### config.mk
export PLATFORM = sky130hd
export DESIGN_NAME = gfdual_mul
export DESIGN_NICKNAME = d
export VERILOG_FILES = /design/src/rtl/gfdual_pkg.sv /design/src/rtl/gfdual_inner.sv /design/src/rtl/gfdual_row.sv /design/src/rtl/gfdual_ctrl.sv /design/src/rtl/gfdual_datapath.sv /design/src/rtl/gfdual_mul.sv
export SDC_FILE = /design/constraint.sdc
export NUM_CORES = 1
export LEC_CHECK = 0
export ABC_AREA = 1
export CORE_MARGIN = 2
export CORE_UTILIZATION = 35
export DETAILED_ROUTE_END_ITERATION = 10
export PLACE_DENSITY = 0.6
export SYNTH_ARGS = -nofsm -noshare
export SYNTH_HDL_FRONTEND = slang
export SYNTH_SLANG_ARGS = --single-unit
### constraint.sdc
create_clock -name clk -period 1.25 [get_ports clk]
set_input_delay 0.25 -clock clk [delete_from_list [all_inputs] [get_ports clk]]
set_output_delay 0.25 -clock clk [all_outputs]
set_load 0.02 [all_outputs]
### src/rtl/gfdual_pkg.sv
package gfdual_pkg;

  // Shape of the field polynomial, fixed at elaboration.
  typedef enum logic {
    POLY_TRI   = 1'b0,
    POLY_PENTA = 1'b1
  } polyKind_e;

  // Per-stage strobes from control to datapath.
  typedef struct packed {
    logic clear;
    logic capture;
  } stageStrobe_t;

endpackage

### src/rtl/gfdual_inner.sv
module gfdual_inner #(
  parameter int M = 8
) (
  input  logic [M-1:0] window,
  input  logic [M-1:0] bOp,
  output logic         innerBit
);

  // GF(2) inner product: AND terms followed by an XOR tree.
  always_comb innerBit = ^(window & bOp);

endmodule

### src/rtl/gfdual_row.sv
module gfdual_row
  import gfdual_pkg::*;
#(
  parameter int        M    = 8,
  parameter polyKind_e KIND = POLY_PENTA,
  parameter int        N    = 1,
  parameter int        K    = 2
) (
  input  logic [M-1:0] window,
  input  logic [M-1:0] bOp,
  output logic         innerBit,
  output logic [M-1:0] windowNext
);

  logic feedback;

  gfdual_inner #(.M(M)) uInner (
    .window  (window),
    .bOp     (bOp),
    .innerBit(innerBit)
  );

  // Next dual coefficient from the recurrence set by the field polynomial.
  if (KIND == POLY_TRI) begin : gTri
    always_comb feedback = window[0] ^ window[N];
  end else begin : gPenta
    always_comb feedback = window[0] ^ window[K] ^ window[K+1] ^ window[K+2];
  end

  // Slide the window by one coefficient.
  always_comb windowNext = {feedback, window[M-1:1]};

endmodule

### src/rtl/gfdual_ctrl.sv
module gfdual_ctrl
  import gfdual_pkg::*;
#(
  parameter int M = 8
) (
  input  logic                     clk,
  input  logic                     rst,
  input  logic                     inValid,
  output stageStrobe_t [M-1:0]     strb,
  output logic                     prodValid
);

  logic [M-1:0] occupied;

  always_ff @(posedge clk) begin
    if (rst) occupied <= '0;
    else     occupied <= {occupied[M-2:0], inValid};
  end

  for (genvar i = 0; i < M; i++) begin : gStrb
    if (i == 0) begin : gHead
      always_comb strb[i].capture = inValid & ~rst;
    end else begin : gBody
      always_comb strb[i].capture = occupied[i-1] & ~rst;
    end
    always_comb strb[i].clear = rst;
  end

  always_comb prodValid = occupied[M-1];

endmodule

### src/rtl/gfdual_datapath.sv
module gfdual_datapath
  import gfdual_pkg::*;
#(
  parameter int        M    = 8,
  parameter polyKind_e KIND = POLY_PENTA,
  parameter int        N    = 1,
  parameter int        K    = 2
) (
  input  logic                 clk,
  input  stageStrobe_t [M-1:0] strb,
  input  logic [M-1:0]         aDual,
  input  logic [M-1:0]         bPoly,
  output logic [M-1:0]         product
);

  localparam int LastStage = M - 1;

  for (genvar i = 0; i < M; i++) begin : gStage
    logic [M-1:0] winIn;
    logic [M-1:0] bIn;
    logic [M-1:0] cIn;
    logic         innerBit;
    logic [M-1:0] cQ;

    if (i == 0) begin : gSrc
      always_comb begin
        winIn = aDual;
        bIn   = bPoly;
        cIn   = '0;
      end
    end else begin : gSrc
      always_comb begin
        winIn = gStage[i-1].gCell.winQ;
        bIn   = gStage[i-1].gCell.bQ;
        cIn   = gStage[i-1].cQ;
      end
    end

    if (i < LastStage) begin : gCell
      logic [M-1:0] winNext;
      logic [M-1:0] winQ;
      logic [M-1:0] bQ;

      gfdual_row #(.M(M), .KIND(KIND), .N(N), .K(K)) uRow (
        .window    (winIn),
        .bOp       (bIn),
        .innerBit  (innerBit),
        .windowNext(winNext)
      );

      always_ff @(posedge clk) begin
        if (strb[i].clear) begin
          winQ <= '0;
          bQ   <= '0;
          cQ   <= '0;
        end else if (strb[i].capture) begin
          winQ <= winNext;
          bQ   <= bIn;
          cQ   <= cIn | ({{(M-1){1'b0}}, innerBit} << i);
        end
      end
    end else begin : gTail
      gfdual_inner #(.M(M)) uInner (
        .window  (winIn),
        .bOp     (bIn),
        .innerBit(innerBit)
      );

      always_ff @(posedge clk) begin
        if (strb[i].clear)        cQ <= '0;
        else if (strb[i].capture) cQ <= cIn | ({{(M-1){1'b0}}, innerBit} << i);
      end
    end
  end

  always_comb product = gStage[LastStage].cQ;

endmodule

### src/rtl/gfdual_mul.sv
module gfdual_mul
  import gfdual_pkg::*;
#(
  parameter int        M    = 8,
  parameter polyKind_e KIND = POLY_PENTA,
  parameter int        N    = 1,
  parameter int        K    = 2
) (
  input  logic         clk,
  input  logic         rst,
  input  logic         inValid,
  input  logic [M-1:0] aDual,
  input  logic [M-1:0] bPoly,
  output logic         prodValid,
  output logic [M-1:0] product
);

  if (M < 3) begin : gBadWidth
    $error("gfdual_mul: M must be at least 3");
  end
  if (KIND == POLY_TRI && (N < 1 || N >= M)) begin : gBadTri
    $error("gfdual_mul: trinomial middle exponent out of range");
  end
  if (KIND == POLY_PENTA && (K < 1 || K + 2 >= M)) begin : gBadPenta
    $error("gfdual_mul: pentanomial exponent out of range");
  end

  stageStrobe_t [M-1:0] strb;

  gfdual_ctrl #(.M(M)) uCtrl (
    .clk      (clk),
    .rst      (rst),
    .inValid  (inValid),
    .strb     (strb),
    .prodValid(prodValid)
  );

  gfdual_datapath #(.M(M), .KIND(KIND), .N(N), .K(K)) uDp (
    .clk    (clk),
    .strb   (strb),
    .aDual  (aDual),
    .bPoly  (bPoly),
    .product(product)
  );

endmodule

==> impl_metrics.toml, run 1 <==
[outcome]
status = "finished, final reports clean"

[worst_setup_path]
max_stage_delay_ns = 0.37
startpoint_type = "flop"
cpLargestDelayFamily = "simple AND/OR/NAND/NOR gates"
critical_path_class = "flop to flop"
critPathArrivalTime_ns = 1.53
crit_path_frequent_cell = "nand2_1"
worst-path-buf-inv = 0
crit_slowest_cell = "dfxtp_1"
cp_max_fo = 3
cp_data_required_time_ns = 1.57
crit_chain = "nand2_2, xnor2_2, nand2_1, nand2_1, nand2_1, nand3_1, nand2_1"
cp-end-kind = "flop"

[sta]
drv_slew = 0
max_freq_mhz = 829
skew_ns = 0.00852
rsz0062_at_grt = "yes"
fin_crit_ns = 1.21
worst-slew-pin-transition_ns = 0.341
relSlewSlack_pct = 77.2
setup_viol = 0
final.period_utilization_pct = 96.4
hold_violations = 0

[cts]
cts_hold_buffers = 0
clk_latency_ns = 0.42
clockBufferDepth = 2
cts.clk_slew.worst_paths_ns = 0.07
post_cts_buffers = 0
cts_max_level = 4
root_buffer = "clkbuf_16"
cts_buffers = 17
cts_tree = "yes"
cts.sinks = 156

[global_route]
gr-total-overflow = 0
use_met1_pct = 18.7
grt_max_degree = 52
grt_use_total_pct = 15.2
antenna_found_initial = 0
grtUsageMet3_pct = 3.34
busiest_layer = "met2"
gr-usage-met2_pct = 26.2
grt_pass1_wl_mm = 25.6
grt_pass1_vias = 5641

[power]
p_per_area_mw_per_mm2 = 1310
ir_drop_mv = 0.887
power.total_mw = 10.8
leakage_nw = 4.00

[synth]
yosys.area.top_type_share_pct = 45.5
synth_fp_nets = 1011
synth.distinct_cells = 22
ys.flop_type = "dfxtp_1"
synth_top_family_by_area = "simple AND/OR/NAND/NOR gates"
synthXorXnorAreaFrac_pct = 4.85
ys_ff_latch = 156
synthCells = 992
synth_fa_ha_area_share_pct = 0
yosys_warnings = 0
synth_area_leaders = "dfxtp_1 45%, nand2_1 15%, nor2_1 11%"
synth_compound_area_share_pct = 13.0
ys_seq_area_share_pct = 45.5
synth-edff-count = 0
netlist_area_sq_mm = 0.00687
synthMuxAreaShare_pct = 0
avgSynthCellArea_sq_um = 6.92
synth_top_area_cell = "dfxtp_1"
synth-simple-area-share_pct = 29.3
synthArstFlopShare_pct = 0

[floorplanning]
design.core.area_sq_mm = 0.0193
die_h_um = 144
die-area_sq_mm = 0.0208
start_util_pct = 35.5
rows = 51
ios = 28
die_w_um = 144

[placement]
gp_congestion = 0.750
post-place-cells = 1290
place_area_sq_mm = 0.00767
dp_hpwl_mm = 10.6
port_buffers = 27

[finish]
diodes = 0
instances_no_fill = 1323
layout_common_cells = "271 x nand2_1, 197 x nor2_1, 137 x dfxtp_1"
postLayoutCellArea_sq_mm = 0.00825
layout.nets = 1064
final_common_cell = "nand2_1"
syn_to_final_growth_pct = 20.2
layout-drive-gt1-share_pct = 12.5

[routing]
totalWireLength_mm = 15.0
drtIter0Drc = 313
drcViolationCount = 0
antenna_left = 0
drtPass1Iterations = 5
post_drt_wl_per_cell_um = 11.3
num_vias = 6029
avgViaCountPerCell = 4.56

[flow_run]
maxCapViolations = 0

[hold_path]
min_path_type = "flop to flop"
==> cells in the mapped netlist, types with 9 or more instances <==
cell      instances
buf_4             9
inv_1            67
o21ai_1           9
xnor2_1          25
nand2_1         277
xor2_1           13
buf_2            15
nor2_1          197
a211oi_1         21
o21ai_0         100
a21oi_1          28
nand3_1          42
dfxtp_1         156
clkbuf_1         12
==> through the flow <==
stage | setup WS, ns | hold slack [ns] | utilization [%] | setup TNS, ns
floorplan | 0.247 | 0.385 | - | 0
global placement | -0.235 | 0.444 | 39.6 | -17.57
detailed placement | -0.221 | 0.445 | 39.6 | -19.24
CTS | 0.0326 | 0.454 | 42.2 | 0
global route | -0.0198 | 0.485 | 42.7 | -0.0306
finish | 0.0444 | 0.452 | 42.7 | 0
==> repair_timing <==
item,in CTS,in global routing
gates cloned,0,1
pin swaps,0,3
endpoints found under the setup margin,9,8
resized for setup,36,33
==> power by group <==
part / total, mW / internal [mW] / switching [mW] / leakage, nW
logic: 0.773 / 0.344 / 0.429 / 2.47
registers: 5.27 / 5.14 / 0.133 / 1.28
clock network: 4.75 / 2.58 / 2.18 / 0.252
==> cell families (layout without fill, tap and decap cells) <==
kind of cell	Yosys count	count (layout)
flip-flops	156	156
buffers and inverters	115	181
AO/OA/AOI/OAI	163	163
XOR/XNOR	38	38
AND/OR/NAND/NOR	520	520
==> worst paths after layout <==
| path | start | slack (ns) | to | depth (start not counted) |
|---|---|---|---|---|
| max | uDp.gStage[5].gCell.winQ[1]$_SDFFE_PP0P_ | 0.04 | uDp.gStage[6].cQ[6]$_SDFFE_PP0P_ | 7 |
| min | uDp.gStage[1].cQ[0]$_SDFFE_PP0P_ | 0.45 | uDp.gStage[2].cQ[0]$_SDFFE_PP0P_ | 2 |
| max reg2reg | uDp.gStage[5].gCell.winQ[1]$_SDFFE_PP0P_ | 0.04 | uDp.gStage[6].cQ[6]$_SDFFE_PP0P_ | 7 |
| min reg2reg | uDp.gStage[1].cQ[0]$_SDFFE_PP0P_ | 0.45 | uDp.gStage[2].cQ[0]$_SDFFE_PP0P_ | 2 |
==> layer usage <==
layer  routed length [um]  share of wire [%]
met1                 7090                 47
met2                 7220                 48
met3                  369                2.5
met4                  303                2.0
met5                    0                  0
==> cell type report <==
class                           instances  area [sq um]
Clock buffer                           18           429
Inverter                               76           289
Clock inverter                         14           111
Tap cell                              265           332
Timing Repair inverter                  1          7.51
Multi-Input combinational cell        721          3300
Sequential cell                       156          3150
Fill cell                            1985         11100
Timing Repair Buffer                   72           641
==> registers in the layout, summed over array words and instances (netlist names) <==
name,flops
uCtrl.occupied,8
uDp.gStage.cQ,28
uDp.gStage.gCell.bQ,56
uDp.gStage.gCell.winQ,56
uDp.product,8
==> worst reg2reg max path, cell delays in order (launching register included) <==
cell,delay (ns)
dfxtp_1,0.37
nand2_2,0.11
xnor2_2,0.22
nand2_1,0.08
nand2_1,0.11
nand2_1,0.06
nand3_1,0.09
nand2_1,0.05
Note: power is estimated with default switching activity, not from simulation.
==> run 2, diff against run 1 <==
- PLACE_DENSITY: 0.6 -> 0.62
- clock period: 1.25 -> 1 ns (I/O delays scaled with it)
==> run 2 against run 1 <==
  * The run now ends with setup timing left
  * Global-route usage grew 1.3 points
  * Count of clock-buffer cells in the layout grew 5
  * Largest power group is now clock
  * Critical path type unchanged
  * Highest routed layer unchanged
  * Combinational power grew 76%
  * Largest cell class unchanged
==> impl_metrics.toml, run 2 (synthesized netlist as in run 1, its figures left out) <==
[finish]
final-seq-area_sq_mm = 0.00329
postLayoutCellArea_sq_mm = 0.0102
multi_input_area_sq_mm = 0.00404
syn_to_final_growth_pct = 48.0
diodes = 0
layout_common_cells = "184 x nand2_1, 178 x nor2_1, 123 x buf_4"
final_common_cell = "nand2_1"
layout-drive-gt1-share_pct = 42.4
num-fill-cells = 1759
layout.nets = 1165
reg.largest.list = "uDp.gStage.gCell.bQ x56, uDp.gStage.gCell.winQ x56, uDp.gStage.cQ x28"

[sta]
fin_crit_ns = 1.12
whs_ns = 0.0852
worst-slew-pin-transition_ns = 0.294
hold_violations = 0
fin_ws_ns = -0.117
drv_slew = 0
relSlewSlack_pct = 80.4
max_freq_mhz = 895
rsz0062_at_grt = "yes"
skew_ns = 0.00550
setup_viol = 36
final.period_utilization_pct = 112

[worst_setup_path]
crit_path_frequent_cell = "nand2_1"
rr_endpoint = "uDp.gStage[4].cQ[4]$_SDFFE_PP0P_"
critPathArrivalTime_ns = 1.43
rr_worst_depth = 7
worst-path-buf-inv = 0
cp-end-kind = "flop"
critical_path_class = "flop to flop"
cp_data_required_time_ns = 1.31
startpoint_type = "flop"
crit_chain = "nand2_4, xnor2_2, nand2_1, nand2_1, nand2_1, nand3_2, nand2_2"
r2r_setup_slack_ns = -0.12
cp_max_fo = 2
crit_slowest_cell = "dfxtp_2"
regToRegStartpoint = "uDp.gStage[3].gCell.winQ[1]$_SDFFE_PP0P_"
cpLargestDelayFamily = "simple AND/OR/NAND/NOR gates"
max_stage_delay_ns = 0.35

[global_route]
antenna_found_initial = 0
grt_use_total_pct = 16.5
use_met1_pct = 20.2
gr-total-overflow = 0
grt_pass1_wl_mm = 27.9
grt_pass1_vias = 6144
busiest_layer = "met2"
gr-usage-met2_pct = 29.4
grt_max_degree = 52
grtUsageMet3_pct = 3.31

[hold_path]
min_to = "uDp.gStage[0].gCell.winQ[4]$_SDFFE_PP0P_"
hold_start = "aDual[5]"
min_path_cells = 3
min_path_type = "primary input to flop"

[routing]
num_vias = 6622
antenna_left = 0
drtPass1Iterations = 5
post_drt_wl_per_cell_um = 12.3
avgViaCountPerCell = 4.66
drtIter0Drc = 273
drcViolationCount = 0
totalWireLength_mm = 17.5

[cts]
cts_max_level = 4
cts.sinks = 156
root_buffer = "clkbuf_16"
clk_latency_ns = 0.42
cts.clk_slew.worst_paths_ns = 0.06
clockBufferDepth = 2
cts_tree = "yes"
cts_buffers = 17
cts_hold_buffers = 0

[power]
ir_drop_mv = 1.55
leakage_nw = 5.06
p_per_area_mw_per_mm2 = 1460

[floorplanning]
start_util_pct = 35.5
ios = 28
rows = 51
die-area_sq_mm = 0.0208
design.core.area_sq_mm = 0.0193
die_h_um = 144
die_w_um = 144

[outcome]
status = "complete, but fails checks"
violations = "setup timing"

[placement]
gp_congestion = 0.790
port_buffers = 27
place_area_sq_mm = 0.00832
dp_hpwl_mm = 11.3

[flow_run]
maxCapViolations = 0
## run 2: per-stage QoR
stage / utilization (%) / TNS, ns / power (mW) / setup slack [ns] / std cells
floorplan: - / 0 / 7.29 / 0.000381 / 992
finish: 52.6 / -1.50 / 14.9 / -0.117 / 1421
CTS: 48.6 / -1.19 / 14.8 / -0.0857 / 1409
global placement: 43.0 / -49.22 / 7.85 / -0.411 / 1378
detailed placement: 43.0 / -49.25 / 7.87 / -0.419 / 1378
global route: 52.6 / -3.09 / 15.4 / -0.188 / 1421
## run 2: layer usage
metal	share of wire (%)	wire length [um]
met2	51	9040
met3	2.8	487
met4	1.3	223
met5	0	0
met1	44	7800
## run 2: worst max-delay path by stage
stage / cells past startpoint / from / endpoint / slack, ns
finish: 7 / uDp.gStage[3].gCell.winQ[1]$_SDFFE_PP0P_ / uDp.gStage[4].cQ[4]$_SDFFE_PP0P_ / -0.12
global route: 10 / uDp.gStage[2].gCell.winQ[5]$_SDFFE_PP0P_ / uDp.gStage[3].cQ[3]$_SDFFE_PP0P_ / -0.19
CTS: 1 / uDp.product[7]$_SDFFE_PP0P_ / product[7] / -0.09
detailed placement: 10 / bPoly[6] / uDp.gStage[0].cQ[0]$_SDFFE_PP0P_ / -0.42
global placement: 10 / bPoly[7] / uDp.gStage[0].cQ[0]$_SDFFE_PP0P_ / -0.41
floorplan: 7 / uDp.gStage[3].gCell.winQ[3]$_SDFFE_PP0P_ / uDp.gStage[4].cQ[4]$_SDFFE_PP0P_ / 0.0004
## run 2: where the power goes
group | total [mW] | switching, mW | leakage [nW] | internal [mW]
logic | 1.36 | 0.691 | 3.44 | 0.670
clock network | 6.89 | 2.49 | 0.297 | 4.41
registers | 6.60 | 0.176 | 1.32 | 6.43
## run 2: final cells by class
class | instances | share of cell area, %
Clock buffer | 23 | 4.80
Inverter | 76 | 2.89
Clock inverter | 6 | 1.33
Sequential cell | 156 | 32.4
Tap cell | 265 | 3.26
Timing Repair Buffer | 174 | 15.6
Multi-Input combinational cell | 721 | 39.7
## run 2: worst register-to-register path: cells and delay by family (launching register included)
kind | cells | cell delay [ns]
and+or+nand+nor | 6 | 0.47
xor gates and xnor gates | 1 | 0.20
DFF | 1 | 0.35
## run 2: what timing repair did
item / 4_1_cts / 5_1_grt
setup buffers: 2 / 11
endpoints found under the hold margin: 0 / 0
resized for setup: 214 / 216
pin swaps: 60 / 91
cloned: 0 / 2
endpoints found under the setup margin: 23 / 73
==> run 3, diff against run 2 <==
- ABC_AREA: 1 -> not set
- ABC_CLOCK_PERIOD_IN_PS: not set -> 1000
==> run 3 against run 2 <==
  * The run still ends with setup timing left
  * Hold slack gained 0.11 ns
  * Fmax decreased by 5.9%
  * Non-clock buffer count increased by 13
  * Routed wire length is 24% lower
  * Worst setup slack got worse by 0.070 ns
  * Sequential cell count unchanged
  * Synthesized cell count shrank 36%
  * Power decreased by 9.5%
  * Cell count is 26% lower
  * Register-to-register slack worse by 0.07 ns
  * Sequential power decreased by 3.5%
  * Clock power is 9.6% lower
  * Highest routed layer unchanged
==> impl_metrics.toml, run 3 <==
[synth]
avgSynthCellArea_sq_um = 9.85
yosys.area.top_type_share_pct = 49.8
synthTopCellsByCount = "156 x dfxtp_1, 148 x nor2_1, 133 x mux2i_1, 68 x xnor2_1, 63 x nand2_1"
netlist_area_sq_mm = 0.00627
synth-edff-count = 0
synth_area_leaders = "dfxtp_1 50%, mux2i_1 21%, xnor2_1 9.5%"
yosys_warnings = 0
synth_fp_nets = 656
ys_ff_latch = 156
synthMostInstantiatedCell = "dfxtp_1"
synth.distinct_cells = 15
synth_top_area_cell = "dfxtp_1"
synthCells = 637
ys.flop_type = "dfxtp_1"
synthArstFlopShare_pct = 0
ys_seq_area_share_pct = 49.8

[finish]
final_common_cell = "nor2_1"
layout-drive-gt1-share_pct = 43.4
final_util_pct = 53.0
syn_to_final_growth_pct = 47.2
reg.largest.list = "uDp.gStage.gCell.bQ x56, uDp.gStage.gCell.winQ x56, uDp.gStage.cQ x28"
layout.nets = 826
layout_common_cells = "148 x nor2_1, 131 x mux2i_1, 124 x buf_4"
diodes = 0

[placement]
gp_congestion = 0.747
port_buffers = 27
dp_slack_ns = -0.531
dp_hpwl_mm = 9.23

[floorplanning]
start_util_pct = 36.0
die_w_um = 138
design.core.area_sq_mm = 0.0174
die-area_sq_mm = 0.0190
die_h_um = 138
rows = 48
ios = 28

[sta]
skew_ns = 0.00946
relSlewSlack_pct = 87.3
hold_violations = 0
max_freq_mhz = 842
drv_slew = 0
worst-slew-pin-transition_ns = 0.185
setup_viol = 19
fin_crit_ns = 1.19
whs_ns = 0.190
fin_ws_ns = -0.187
final.period_utilization_pct = 119
rsz0062_at_grt = "yes"

[cts]
cts_max_level = 4
cts.sinks = 156
clk_latency_ns = 0.43
cts.clk_slew.worst_paths_ns = 0.06
cts_buffers = 17
root_buffer = "clkbuf_16"
cts_tree = "yes"
cts_hold_buffers = 0
clockBufferDepth = 2

[routing]
post_drt_wl_per_cell_um = 12.7
drtPass1Iterations = 5
avgViaCountPerCell = 4.48
drtIter0Drc = 153
totalWireLength_mm = 13.3
antenna_left = 0
drcViolationCount = 0
num_vias = 4680

[hold_path]
min_path_type = "primary input to flop"
min_to = "uDp.gStage[5].gCell.bQ[6]$_SDFFE_PP0P_"
hold_start = "rst"
min_path_cells = 3

[power]
ir_drop_mv = 1.70
seq_power_share_pct = 47.4
p_switching_mw = 2.99
p_per_area_mw_per_mm2 = 1460
p_int_mw = 10.5
leakage_nw = 3.61
p_clk_share_pct = 46.4
switching_share_pct = 22.2
power.total_mw = 13.4
combPwrFrac_pct = 6.2

[worst_setup_path]
regToRegStartpoint = "uDp.gStage[1].gCell.winQ[2]$_SDFFE_PP0P_"
cp-end-kind = "flop"
rr_endpoint = "uDp.gStage[2].cQ[2]$_SDFFE_PP0P_"
rr_worst_depth = 5
critical_path_class = "flop to flop"
cp_data_required_time_ns = 1.31
r2r_setup_slack_ns = -0.19
startpoint_type = "flop"
cp_max_fo = 2
critPathArrivalTime_ns = 1.50

[outcome]
status = "complete, but fails checks"
violations = "setup timing"

[flow_run]
maxCapViolations = 0

[global_route]
grt_use_total_pct = 14.1
gr-total-overflow = 0
grt_max_degree = 40
grt_pass1_wl_mm = 21.0
antenna_found_initial = 0
grt_pass1_vias = 4600
run 3: cell types whose count changed in the layout (fill, tap and decap cells not counted), moves of 25 or more:
cell     previous run  this run
inv_1              43         0
mux2i_1             0       131
a21oi_1            28         0
xnor2_1             5        34
inv_2              29         0
nand2_2            85        31
o21ai_0           100         0
dfxtp_1            51        76
nand2_1           184        33
nor2_1            178       148
run 3: worst max-delay path by stage:
stage,start,to,slack [ns],depth (start not counted)
after floorplan,uDp.gStage[1].gCell.winQ[2]$_SDFFE_PP0P_,uDp.gStage[2].cQ[2]$_SDFFE_PP0P_,-0.08,5
after global placement,bPoly[3],uDp.gStage[0].cQ[0]$_SDFFE_PP0P_,-0.49,6
after detailed placement,bPoly[3],uDp.gStage[0].cQ[0]$_SDFFE_PP0P_,-0.53,6
after CTS,uDp.gStage[1].gCell.winQ[2]$_SDFFE_PP0P_,uDp.gStage[2].cQ[2]$_SDFFE_PP0P_,-0.19,5
after global routing,uDp.gStage[1].gCell.winQ[2]$_SDFFE_PP0P_,uDp.gStage[2].cQ[2]$_SDFFE_PP0P_,-0.24,5
final,uDp.gStage[1].gCell.winQ[2]$_SDFFE_PP0P_,uDp.gStage[2].cQ[2]$_SDFFE_PP0P_,-0.19,5
run 3: timing repair:
| item | 4_1_cts | 5_1_grt |
|---|---|---|
| setup buffers | 7 | 7 |
| hold endpoints to repair | 0 | 0 |
| gates cloned | 0 | 4 |
| pin swaps | 39 | 27 |
| endpoints found under the setup margin | 29 | 46 |
| gates resized for setup | 163 | 64 |
run 3: final cells by class:
type | count | area, sq um
repair buffers | 187 | 1730
well taps | 225 | 282
clock buffers | 19 | 433
fillers | 1484 | 8190
flip-flops and latches | 156 | 3230
clock inverters | 13 | 143
multi-input cells | 445 | 3420
run 3: cell families after synthesis:
| family | synth area share, % |
|---|---|
| AOI/OAI and AO/OA | 2.01 |
| xor gates and xnor gates | 10.8 |
| buffers and inverters | 2.69 |
| DFF | 49.8 |
| muxes | 21.2 |
| and+or+nand+nor | 13.5 |
run 3: metal layers:
layer  GRT usage [%]  up-vias  share of wire [%]
met4            4.08        0               0.88
li1                -     2420                  -
met5               0        -                  0
met2            25.6       57                 52
met3            4.50       11                3.0
met1            15.7     2192                 44
run 3: stage by stage:
step           TNS [ns]  cell area [sq um]  std cells
3_5_place_dp      -8.03               7890        998
3_3_place_gp      -7.37               7890        998
4_1_cts           -2.17               8850       1035
5_1_grt           -2.76               9230       1045
2_1_floorplan    -0.994               6350        637
6_report          -1.77               9230       1045
run 3: power groups by stage:
stage | combinational, mW | sequential, mW | clock [mW]
after global routing | 0.914 | 6.37 | 6.67
after floorplan | 0.437 | 6.49 | 0
final | 0.840 | 6.37 | 6.23
after global placement | 0.779 | 6.49 | 0
after CTS | 0.817 | 6.36 | 6.35
after detailed placement | 0.800 | 6.49 | 0
run 3: worst max-delay path: stages (launching register included):
cell and delay (ns):
dfxtp_2 0.35, nand2_2 0.06, xor2_2 0.18, xnor2_2 0.15
xnor2_1 0.15, a22o_1 0.19
